==> config.mk <==
export PLATFORM = sky130hd
export DESIGN_NAME = twd_frame_master
export DESIGN_NICKNAME = d
export VERILOG_FILES = /design/src/rtl/twd_pkg.sv /design/src/rtl/twd_strobe_gen.sv /design/src/rtl/twd_frame_seq.sv /design/src/rtl/twd_frame_master.sv
export SDC_FILE = /design/constraint.sdc
export NUM_CORES = 1
export LEC_CHECK = 0
export BUFFER_PORTS_ARGS = -buffer_cell sky130_fd_sc_hd__clkbuf_2
export CAP_MARGIN = 20
export CELL_PAD_IN_SITES_DETAIL_PLACEMENT = 1
export CELL_PAD_IN_SITES_GLOBAL_PLACEMENT = 2
export CORE_UTILIZATION = 33
export DETAILED_ROUTE_END_ITERATION = 16
export GPL_ROUTABILITY_DRIVEN = 0
export GPL_TIMING_DRIVEN = 1
export PLACE_DENSITY_LB_ADDON = 0.1
export SLEW_MARGIN = 20
export SYNTH_ARGS = -nofsm -noshare
export SYNTH_HDL_FRONTEND = slang
export SYNTH_SLANG_ARGS = --single-unit
==> constraint.sdc <==
create_clock -name clk_i -period 1.8 [get_ports clk_i]
set_input_delay 0.09 -clock clk_i [delete_from_list [all_inputs] [get_ports clk_i]]
set_output_delay 0.09 -clock clk_i [all_outputs]
set_load 0.05 [all_outputs]
==> src/rtl/twd_pkg.sv <==
package twd_pkg;
  typedef enum logic [1:0] {
    OP_AR_WR = 2'd0,
    OP_AR_RD = 2'd1,
    OP_DR_WR = 2'd2,
    OP_DR_RD = 2'd3
  } twd_op_e;

  typedef enum logic [2:0] {
    G_IDLE, G_LOW, G_HIGH, G_RLOW, G_RHIGH
  } gen_st_e;

  typedef enum logic [2:0] {
    F_IDLE, F_START, F_INS, F_LEN, F_DATA, F_WAIT, F_STOP, F_RST
  } frm_st_e;

  // bit [0] goes on the line first
  function automatic logic [1:0] ins_bits(twd_op_e op);
    case (op)
      OP_AR_WR: ins_bits = 2'b11;
      OP_AR_RD: ins_bits = 2'b10;
      OP_DR_WR: ins_bits = 2'b01;
      default:  ins_bits = 2'b00;
    endcase
  endfunction
endpackage

==> src/rtl/twd_strobe_gen.sv <==
module twd_strobe_gen
  import twd_pkg::*;
#(
  parameter int unsigned LOW_CYC   = 100,
  parameter int unsigned HIGH_CYC  = 100,
  parameter int unsigned RLOW_CYC  = 2500,
  parameter int unsigned RHIGH_CYC = 100
) (
  input  logic clk_i,
  input  logic rst_ni,
  input  logic strb_go_i,
  input  logic rst_go_i,
  output logic ck_o,
  output logic slot_end_o
);
  localparam int unsigned M1 = (LOW_CYC > HIGH_CYC) ? LOW_CYC : HIGH_CYC;
  localparam int unsigned M2 = (RLOW_CYC > RHIGH_CYC) ? RLOW_CYC : RHIGH_CYC;
  localparam int unsigned MAXC = (M1 > M2) ? M1 : M2;
  localparam int CW = $clog2(MAXC + 1);

  gen_st_e st_q;
  logic [CW-1:0] cnt_q;

  always_ff @(posedge clk_i or negedge rst_ni) begin
    if (!rst_ni) begin
      st_q  <= G_IDLE;
      cnt_q <= '0;
    end else begin
      case (st_q)
        G_IDLE: begin
          if (rst_go_i) begin
            st_q  <= G_RLOW;
            cnt_q <= CW'(RLOW_CYC - 1);
          end else if (strb_go_i) begin
            st_q  <= G_LOW;
            cnt_q <= CW'(LOW_CYC - 1);
          end
        end
        G_LOW, G_RLOW: begin
          if (cnt_q == '0) begin
            st_q  <= (st_q == G_LOW) ? G_HIGH : G_RHIGH;
            cnt_q <= (st_q == G_LOW) ? CW'(HIGH_CYC - 1) : CW'(RHIGH_CYC - 1);
          end else begin
            cnt_q <= cnt_q - 1'b1;
          end
        end
        default: begin
          if (cnt_q == '0) st_q <= G_IDLE;
          else             cnt_q <= cnt_q - 1'b1;
        end
      endcase
    end
  end

  assign ck_o       = !(st_q == G_LOW || st_q == G_RLOW);
  assign slot_end_o = (st_q == G_HIGH || st_q == G_RHIGH) && (cnt_q == '0);
endmodule

==> src/rtl/twd_frame_seq.sv <==
module twd_frame_seq
  import twd_pkg::*;
#(
  parameter int unsigned WAIT_TRIES = 20
) (
  input  logic       clk_i,
  input  logic       rst_ni,
  input  logic       access_en_i,
  input  logic       start_i,
  input  logic [1:0] op_i,
  input  logic [7:0] wdata_i,
  input  logic       tgt_reset_i,
  input  logic       slot_end_i,
  input  logic       d_i,
  output logic       strb_go_o,
  output logic       rst_go_o,
  output logic       d_o,
  output logic       d_oe_o,
  output logic       busy_o,
  output logic       done_o,
  output logic       err_o,
  output logic [7:0] rdata_o
);
  localparam int WW = $clog2(WAIT_TRIES + 1);

  frm_st_e       st_q;
  logic [1:0]    op_q;
  logic [7:0]    sh_q;
  logic [2:0]    idx_q;
  logic [WW-1:0] wcnt_q;
  logic [1:0]    ins;

  assign ins = ins_bits(twd_op_e'(op_q));

  always_ff @(posedge clk_i or negedge rst_ni) begin
    if (!rst_ni) begin
      st_q <= F_IDLE; op_q <= '0; sh_q <= '0; idx_q <= '0; wcnt_q <= '0;
      strb_go_o <= 1'b0; rst_go_o <= 1'b0; d_o <= 1'b0; d_oe_o <= 1'b0;
      busy_o <= 1'b0; done_o <= 1'b0; err_o <= 1'b0; rdata_o <= '0;
    end else begin
      strb_go_o <= 1'b0;
      rst_go_o  <= 1'b0;
      done_o    <= 1'b0;
      if (st_q == F_IDLE) begin
        if (access_en_i && tgt_reset_i) begin
          st_q <= F_RST; rst_go_o <= 1'b1; busy_o <= 1'b1;
          err_o <= 1'b0; d_oe_o <= 1'b0;
        end else if (access_en_i && start_i) begin
          st_q <= F_START; strb_go_o <= 1'b1; busy_o <= 1'b1;
          err_o <= 1'b0; d_oe_o <= 1'b0; op_q <= op_i; sh_q <= wdata_i;
        end
      end else if (slot_end_i) begin
        strb_go_o <= 1'b1;
        idx_q     <= '0;
        case (st_q)
          F_START: begin
            st_q <= F_INS; d_oe_o <= 1'b1; d_o <= ins[0];
          end
          F_INS: begin
            if (idx_q == 3'd0) begin
              idx_q <= 3'd1; d_o <= ins[1];
            end else if (op_q[1]) begin
              st_q <= F_LEN; d_o <= 1'b0;
            end else begin
              st_q <= F_DATA; d_o <= sh_q[0]; d_oe_o <= !op_q[0];
            end
          end
          F_LEN: begin
            if (idx_q == 3'd0) begin
              idx_q <= 3'd1; d_o <= 1'b0;
            end else if (!op_q[0]) begin
              st_q <= F_DATA; d_o <= sh_q[0];
            end else begin
              st_q <= F_WAIT; d_oe_o <= 1'b0; wcnt_q <= '0;
            end
          end
          F_DATA: begin
            if (op_q[0]) begin
              sh_q <= {d_i, sh_q[7:1]};
            end else begin
              sh_q <= {1'b0, sh_q[7:1]};
              d_o  <= sh_q[1];
            end
            idx_q <= idx_q + 1'b1;
            if (idx_q == 3'd7) begin
              d_oe_o <= 1'b0;
              wcnt_q <= '0;
              st_q   <= (op_q == OP_DR_WR) ? F_WAIT : F_STOP;
            end
          end
          F_WAIT: begin
            if (d_i) begin
              st_q <= op_q[0] ? F_DATA : F_STOP;
            end else if (wcnt_q == WW'(WAIT_TRIES - 1)) begin
              st_q <= F_IDLE; strb_go_o <= 1'b0;
              busy_o <= 1'b0; done_o <= 1'b1; err_o <= 1'b1;
            end else begin
              wcnt_q <= wcnt_q + 1'b1;
            end
          end
          F_STOP: begin
            st_q <= F_IDLE; strb_go_o <= 1'b0;
            busy_o <= 1'b0; done_o <= 1'b1;
            if (op_q[0]) rdata_o <= sh_q;
          end
          default: begin
            st_q <= F_IDLE; strb_go_o <= 1'b0;
            busy_o <= 1'b0; done_o <= 1'b1;
          end
        endcase
      end
    end
  end
endmodule

==> src/rtl/twd_frame_master.sv <==
module twd_frame_master
  import twd_pkg::*;
#(
  parameter int unsigned CLKS_PER_US  = 100,
  parameter int unsigned STRB_LOW_US  = 1,
  parameter int unsigned STRB_HIGH_US = 1,
  parameter int unsigned RST_LOW_US   = 25,
  parameter int unsigned RST_POST_US  = 1,
  parameter int unsigned WAIT_TRIES   = 20
) (
  input  logic       clk_i,
  input  logic       rst_ni,
  input  logic       access_en_i,
  input  logic       start_i,
  input  logic [1:0] op_i,
  input  logic [7:0] wdata_i,
  input  logic       tgt_reset_i,
  output logic       busy_o,
  output logic       done_o,
  output logic       err_o,
  output logic [7:0] rdata_o,
  output logic       ck_o,
  output logic       ck_oe_o,
  output logic       d_o,
  output logic       d_oe_o,
  input  logic       d_i
);
  localparam int unsigned LOW_CYC   = CLKS_PER_US * STRB_LOW_US;
  localparam int unsigned HIGH_CYC  = CLKS_PER_US * STRB_HIGH_US;
  localparam int unsigned RLOW_CYC  = CLKS_PER_US * RST_LOW_US;
  localparam int unsigned RHIGH_CYC = CLKS_PER_US * RST_POST_US;

  logic strb_go, rst_go, slot_end, doe;

  twd_strobe_gen #(
    .LOW_CYC(LOW_CYC), .HIGH_CYC(HIGH_CYC),
    .RLOW_CYC(RLOW_CYC), .RHIGH_CYC(RHIGH_CYC)
  ) gen_i (
    .clk_i(clk_i), .rst_ni(rst_ni), .strb_go_i(strb_go), .rst_go_i(rst_go),
    .ck_o(ck_o), .slot_end_o(slot_end)
  );

  twd_frame_seq #(.WAIT_TRIES(WAIT_TRIES)) seq_i (
    .clk_i(clk_i), .rst_ni(rst_ni), .access_en_i(access_en_i),
    .start_i(start_i), .op_i(op_i), .wdata_i(wdata_i),
    .tgt_reset_i(tgt_reset_i), .slot_end_i(slot_end), .d_i(d_i),
    .strb_go_o(strb_go), .rst_go_o(rst_go), .d_o(d_o), .d_oe_o(doe),
    .busy_o(busy_o), .done_o(done_o), .err_o(err_o), .rdata_o(rdata_o)
  );

  // clock is already high whenever idle, so enabling its driver never glitches low
  assign ck_oe_o = access_en_i;
  assign d_oe_o  = access_en_i & doe;
endmodule

==> flow_summary.ini, run 1 <==
[outcome]
outcome = finished with violations
violations = setup timing

[pwr]
pwr-share-clk = 0.408
leakagePower_nw = 2.10
ir_worst_vdd_mv = 0.387
internal-power_mw = 1.58
report.power.total_mw = 2.05
combinationalPowerShare = 0.033
seqPwrFrac = 0.559
cellPowerDensity_mw_per_mm2 = 463
net-switching-power_mw = 0.468
swShare = 0.228

[synth]
syn_nets = 341
yosysTopAreaCell = dfrtp_1
synthCells = 319
yosys_warnings = 0
synth_top_cell_area_share = 0.432
synth.cell_area_mm2 = 0.00296
synth.avg_cell_area_um2 = 9.27
synth.area.top_cells = dfrtp_1 (43%), mux2_2 (5.0%), nand2_1 (4.6%)
synth-seq-cells = 51
async_flop_share = 1.00
yosysUniqueCellTypes = 58
ys_seq_area_frac = 0.432
synth-edff-count = 0
synthFlopType = dfrtp_1

[routing]
drt-initial-drc-count = 60
avgRoutedWirePerCell_um = 17.7
dr_total_vias = 2845
drc_errors = 0
ant_nets = 0
wirelength_um = 9570
vias_per_cell = 5.25
firstDrtPassIters = 4

[setup_path]
cp.arrival_ns = 2.18
worstRegToRegCells = 9
regToRegEndpoint = gen_i.cnt_q[3]$_DFFE_PN0P_
cp_top_family = simple AND/OR/NAND/NOR gates
path_buf_inv = 3
required_ns = 2.05
path_cells = inv_2, ha_4, buf_4, nor4bb_4, nand4_1, nand3_2, buf_6, or3_1, a21oi_2
slowest_stage = dfrtp_1
worstReg2RegStart = gen_i.cnt_q[1]$_DFFE_PN0P_
crit_fanout = 7
crit_path_end_kind = flop
rrSetupSlack_ns = -0.13
path_class = reg -> reg
cp-start-kind = flop
cpPeakStageDelay_ns = 0.39

[sta]
fin_setup_tns_ns = -2.04
fmax_mhz = 519
fin_crit_sh = 1.07
layout_setup_ws_ns = -0.126
worst_pin_slew_ns = 0.386
finalHoldViolCount = 0
rsz0062_at_grt = true
slew_headroom = 0.740
setup_viol = 26
period_needed_ns = 1.93
fin_worst_skew_ns = 0.00992
slew_viol_final = 0

[hold_path]
min-delay-start = wdata_i[5]
holdPathEnd = seq_i.sh_q[5]$_DFFE_PN0P_
hold_depth = 3
min_path_type = in -> reg

[floorplan]
die_area_mm2 = 0.00934
initial_utilization = 0.341
core_mm2 = 0.00868
die_h_um = 96.7
die_w_um = 96.7
num_io_pins = 31
rows = 34

[clock_network]
htree_levels = 2
cts.sinks = 51
cts_tree = done
cts_buffers = 5
clockBufferDepth = 2
clk_latency_ns = 0.31
clkTransAtPathRegs_ns = 0.10
cts_root_buffer = clkbuf_8

[global_route]
antenna_found_initial = 0
grt_overflow = 0
grt_max_degree = 30
grt_pass1_wl_um = 15200
grt_pass1_vias = 2949
grt_util_all_layers = 0.203

[final_layout]
nets = 455
final_cells = 542
syn_to_final_growth_pct = 49.9
fill_cells = 993
seq_area_mm2 = 0.00128
multi_input_area_mm2 = 0.00193
post-route-util = 0.511
drive_gt1_frac = 0.463
n_antenna_cell = 0

[place]
place_ws_ns = -0.226
place.port_buffers = 30
dp_cells = 518
dp_hpwl_um = 6670

[run]
drv_cap = 0
[layout make-up]
| cell class | count | share of cell area |
|---|---|---|
| inverters | 14 | 0.0119 |
| well taps | 108 | 0.0305 |
| flip-flops and latches | 51 | 0.289 |
| clock buffers | 5 | 0.0155 |
| multi-input cells | 240 | 0.436 |
| clock inverters | 3 | 0.00988 |
| repair buffers | 121 | 0.207 |
[state kept, by name (all words and copies together), names as in the netlist, 2 cells and up]
| name | count |
|---|---|
| gen_i.cnt_q | 12 |
| gen_i.st_q | 3 |
| seq_i.idx_q | 3 |
| seq_i.op_q | 2 |
| seq_i.rdata_o | 8 |
| seq_i.sh_q | 8 |
| seq_i.st_q | 3 |
| seq_i.wcnt_q | 5 |
[cell families after synthesis]
kind of cell | Yosys count | share of synthesized area
xor+xnor | 2 | 0.00593
simple gates | 138 | 0.267
buf+inv | 28 | 0.0419
compound gates | 80 | 0.175
flops | 51 | 0.432
mux | 14 | 0.0529
fa+ha+maj | 6 | 0.0254
[per-layer routing]
layer / share of wire / vias up / global-route usage
li1: - / 1376 / -
met1: 0.48 / 1432 / 0.285
met2: 0.49 / 33 / 0.333
met3: 0.020 / 4 / 0.0275
met4: 0.0064 / 0 / 0.0448
met5: 0 / - / 0
[worst max path at each step]
stage                                from                     endpoint  slack (ns)  depth (start not counted)
2_1_floorplan  gen_i.cnt_q[0]$_DFFE_PN0P_        seq_i.d_o$_DFFE_PN0P_       -0.01                          8
3_3_place_gp   gen_i.cnt_q[1]$_DFFE_PN0P_   seq_i.idx_q[1]$_DFFE_PN0P_       -0.15                          9
3_5_place_dp   gen_i.cnt_q[1]$_DFFE_PN0P_   seq_i.idx_q[2]$_DFFE_PN0P_       -0.23                          9
4_1_cts        gen_i.cnt_q[0]$_DFFE_PN0P_  seq_i.wcnt_q[3]$_DFFE_PN0P_       -0.11                          9
5_1_grt        gen_i.cnt_q[1]$_DFFE_PN0P_  seq_i.wcnt_q[3]$_DFFE_PN0P_       -0.18                          9
6_report       gen_i.cnt_q[1]$_DFFE_PN0P_   gen_i.cnt_q[3]$_DFFE_PN0P_       -0.13                          9
[what timing repair did]
action / CTS / global route
gates cloned: 1 / 0
gates resized for setup: 27 / 66
hold buffers: 2 / 0
setup buffers: 6 / 8
pin swaps: 12 / 23
endpoints found under the setup margin: 37 / 45
endpoints found under the hold margin: 52 / 0
[power groups by stage]
stage,clock (mW),combinational (mW),sequential [mW]
floorplan,0,0.0106,1.17
global placement,0,0.0665,1.17
detailed placement,0,0.0666,1.17
CTS,0.856,0.0701,1.15
global route,0.896,0.0766,1.15
finish,0.836,0.0685,1.15
[metrics by stage]
step | cell area, µm² | hold slack [ns]
after global placement | 3760 | 0.112
after detailed placement | 3760 | 0.114
after global routing | 4430 | 0.00553
final | 4430 | 0.000497
after floorplan | 2990 | -0.206
after CTS | 4080 | 0.000363
[worst register-to-register path: stages, from the launching register on]
cell and delay (ns):
dfrtp_1 0.39, inv_2 0.07, ha_4 0.16, buf_4 0.14, nor4bb_4 0.15, nand4_1 0.14, nand3_2 0.11, buf_6 0.16
or3_1 0.39, a21oi_2 0.15
[synthesized netlist by cell type, drive strengths merged, types with 3 or more instances]
master and number:
a21oi 24, a31oi 10, and2 6, buf 10, clkbuf 4, dfrtp 51
ha 6, inv 14, mux2 13, nand2 37, nand2b 6, nand3 10
nand4 5, nand4b 4, nor2 24, nor2b 5, nor3 12, nor4bb 3
o21ai 21, o31ai 4, or3 10
[placed cells by master, fill, tap and decap left out, types with 3 or more instances in the layout]
cell	instances
inv_1	12
nand4_1	4
clkbuf_8	5
buf_4	73
nor3_4	7
a21oi_1	19
ha_4	4
nor3_1	4
buf_6	14
or3_4	3
o21ai_1	6
dfrtp_1	47
a21oi_2	5
nor2b_1	4
and2_1	5
clkbuf_2	30
or3_1	7
nand2b_1	5
mux2_2	4
nand3_1	7
a31oi_1	8
dfrtp_2	4
nor2_1	22
o21ai_0	11
nor4bb_4	3
mux2_4	9
nand2_1	36
nand4b_1	4
Note: power is estimated with default switching activity, not from simulation.
==> run 2: changes to the inputs <==
--- a/config.mk
+++ b/config.mk
@@ -7,13 +7,11 @@
 export LEC_CHECK = 0
 export BUFFER_PORTS_ARGS = -buffer_cell sky130_fd_sc_hd__clkbuf_2
 export CAP_MARGIN = 20
-export CELL_PAD_IN_SITES_DETAIL_PLACEMENT = 1
-export CELL_PAD_IN_SITES_GLOBAL_PLACEMENT = 2
-export CORE_UTILIZATION = 33
+export CORE_UTILIZATION = 35
+export CTS_CLUSTER_DIAMETER = 120
 export DETAILED_ROUTE_END_ITERATION = 16
 export GPL_ROUTABILITY_DRIVEN = 0
 export GPL_TIMING_DRIVEN = 1
-export PLACE_DENSITY_LB_ADDON = 0.1
 export SLEW_MARGIN = 20
 export SYNTH_ARGS = -nofsm -noshare
 export SYNTH_HDL_FRONTEND = slang
==> constraint.sdc (replaced) <==
create_clock -name clk_i -period 1.8 [get_ports clk_i]
set_input_delay 0.27 -clock clk_i [delete_from_list [all_inputs] [get_ports clk_i]]
set_output_delay 0.27 -clock clk_i [all_outputs]
set_load 0.05 [all_outputs]
==> flow_summary.ini, run 2 (synthesis gave the netlist of run 1 again) <==
[setup_path]
crit_cells = 6
slowest_stage = dfrtp_1
crit_fanout = 4
cpPeakStageDelay_ns = 0.40
required_ns = 2.02
path_class = reg -> reg
path_cells = ha_2, and4bb_2, a221oi_4, nand4_4, or2_4, o31ai_2
crit_path_end_kind = flop
worstRegToRegCells = 6
cp.arrival_ns = 2.09
path_buf_inv = 0
cp_top_family = simple AND/OR/NAND/NOR gates
cp-start-kind = flop

[clock_network]
cts_root_buffer = clkbuf_8
clk_latency_ns = 0.31
cts_tree = done
clkTransAtPathRegs_ns = 0.10
clockBufferDepth = 2
htree_levels = 2
cts_buffers = 5
cts.sinks = 51

[floorplan]
num_io_pins = 31
rows = 33
die_w_um = 93.9
core_mm2 = 0.00818
initial_utilization = 0.362
die_h_um = 93.9
die_area_mm2 = 0.00882

[hold_path]
hold_depth = 2
min_path_type = in -> reg

[final_layout]
regMostFlops = gen_i.cnt_q
nets = 439
largestRegisters = gen_i.cnt_q (12), seq_i.rdata_o (8), seq_i.sh_q (8)
drive_gt1_frac = 0.428
largest_register_ffs = 12
n_antenna_cell = 0
final_common_cell = buf_4
mostFrequentLayoutCells = buf_4 (62), dfrtp_1 (50), nand2_1 (35), clkbuf_2 (30), nor2_1 (22)
syn_to_final_growth_pct = 41.4

[sta]
worst_pin_slew_ns = 0.449
fmax_mhz = 535
slew_viol_final = 0
layout_setup_ws_ns = -0.0693
fin_worst_skew_ns = 0.0139
finalHoldViolCount = 0
slew_headroom = 0.698
period_needed_ns = 1.87
fin_crit_sh = 1.04
rsz0062_at_grt = true
setup_viol = 18

[pwr]
net-switching-power_mw = 0.455
seqPwrFrac = 0.553
pwr-share-clk = 0.416
combinationalPowerShare = 0.031
report.power.total_mw = 2.07
internal-power_mw = 1.62
ir_worst_vdd_mv = 0.476
cellPowerDensity_mw_per_mm2 = 496
leakagePower_nw = 1.99
swShare = 0.219

[routing]
drt-initial-drc-count = 114
vias_per_cell = 5.24
ant_nets = 0
dr_total_vias = 2739
avgRoutedWirePerCell_um = 15.3
firstDrtPassIters = 4
drc_errors = 0
wirelength_um = 7980

[run]
drv_cap = 0

[global_route]
grt_max_degree = 52
antenna_found_initial = 0
grt_overflow = 0
grt_pass1_vias = 2652
grt_util_all_layers = 0.186
grt_pass1_wl_um = 12900

[place]
dp_hpwl_um = 5510
place_ws_ns = -0.132
place.port_buffers = 30

[outcome]
violations = setup timing
outcome = finished with violations
[run 2: changes by cell type in the layout (fill, tap and decap cells not counted), sizes merged]
cell / previous run / this run
dlygate4sd3: 2 / 1
clkbuf: 35 / 36
buf: 89 / 74
clkinv: 2 / 1
[run 2: power groups by stage]
stage	clock network [mW]	logic [mW]	registers, mW
final	0.862	0.0649	1.15
after global routing	0.906	0.0750	1.15
after CTS	0.865	0.0680	1.15
after detailed placement	0	0.0654	1.17
after global placement	0	0.0643	1.17
after floorplan	0	0.0106	1.17
[run 2: routing by layer]
metal | part of all wire | up-vias | global-route usage
met1 | 0.48 | 1329 | 0.268
met3 | 0.034 | 6 | 0.0259
met2 | 0.48 | 59 | 0.290
met5 | 0 | - | 0
met4 | 0.013 | 0 | 0.0526
li1 | - | 1345 | -
[run 2: worst paths after layout]
path	start	slack, ns	to
min in group asynchronous	rst_ni	0.47	seq_i.d_oe_o$_DFFE_PN0P_
worst min-delay path	op_i[1]	0.19	seq_i.op_q[1]$_DFFE_PN0P_
worst min register to register	seq_i.d_oe_o$_DFFE_PN0P_	0.51	seq_i.d_oe_o$_DFFE_PN0P_
worst max register to register	seq_i.wcnt_q[0]$_DFFE_PN0P_	-0.07	seq_i.wcnt_q[4]$_DFFE_PN0P_
max in group asynchronous	rst_ni	1.06	seq_i.st_q[2]$_DFFE_PN0P_
worst max-delay path	seq_i.wcnt_q[0]$_DFFE_PN0P_	-0.07	seq_i.wcnt_q[4]$_DFFE_PN0P_
[run 2: repair_timing]
action / CTS / global route
endpoints found under the hold margin: 51 / 0
hold buffers: 1 / 0
resized for setup: 20 / 41
setup endpoints to repair: 19 / 46
buffers inserted: 5 / 7
pin swaps: 9 / 19
[run 2: layout make-up]
| class | instances | area [µm²] |
|---|---|---|
| clock buffer | 6 | 82.6 |
| clock inverter | 2 | 35.0 |
| fill | 743 | 3990 |
| inverter | 14 | 52.6 |
| multi-input combinational | 240 | 1820 |
| sequential | 51 | 1280 |
| tap | 105 | 131 |
| timing repair buffer | 105 | 787 |
[run 2: through the flow]
stage                     TNS [ns]  instances  hold WS, ns   util  cell area, µm²
after global placement      -0.485        504        0.287  0.453            3700
after floorplan            -0.0716        319      -0.0256      -            2990
after CTS                   -0.760        517        0.183  0.486            3970
after global routing         -2.81        523        0.194  0.511            4180
final                       -0.579        523        0.186  0.511            4180
after detailed placement     -1.59        504        0.292  0.453            3700
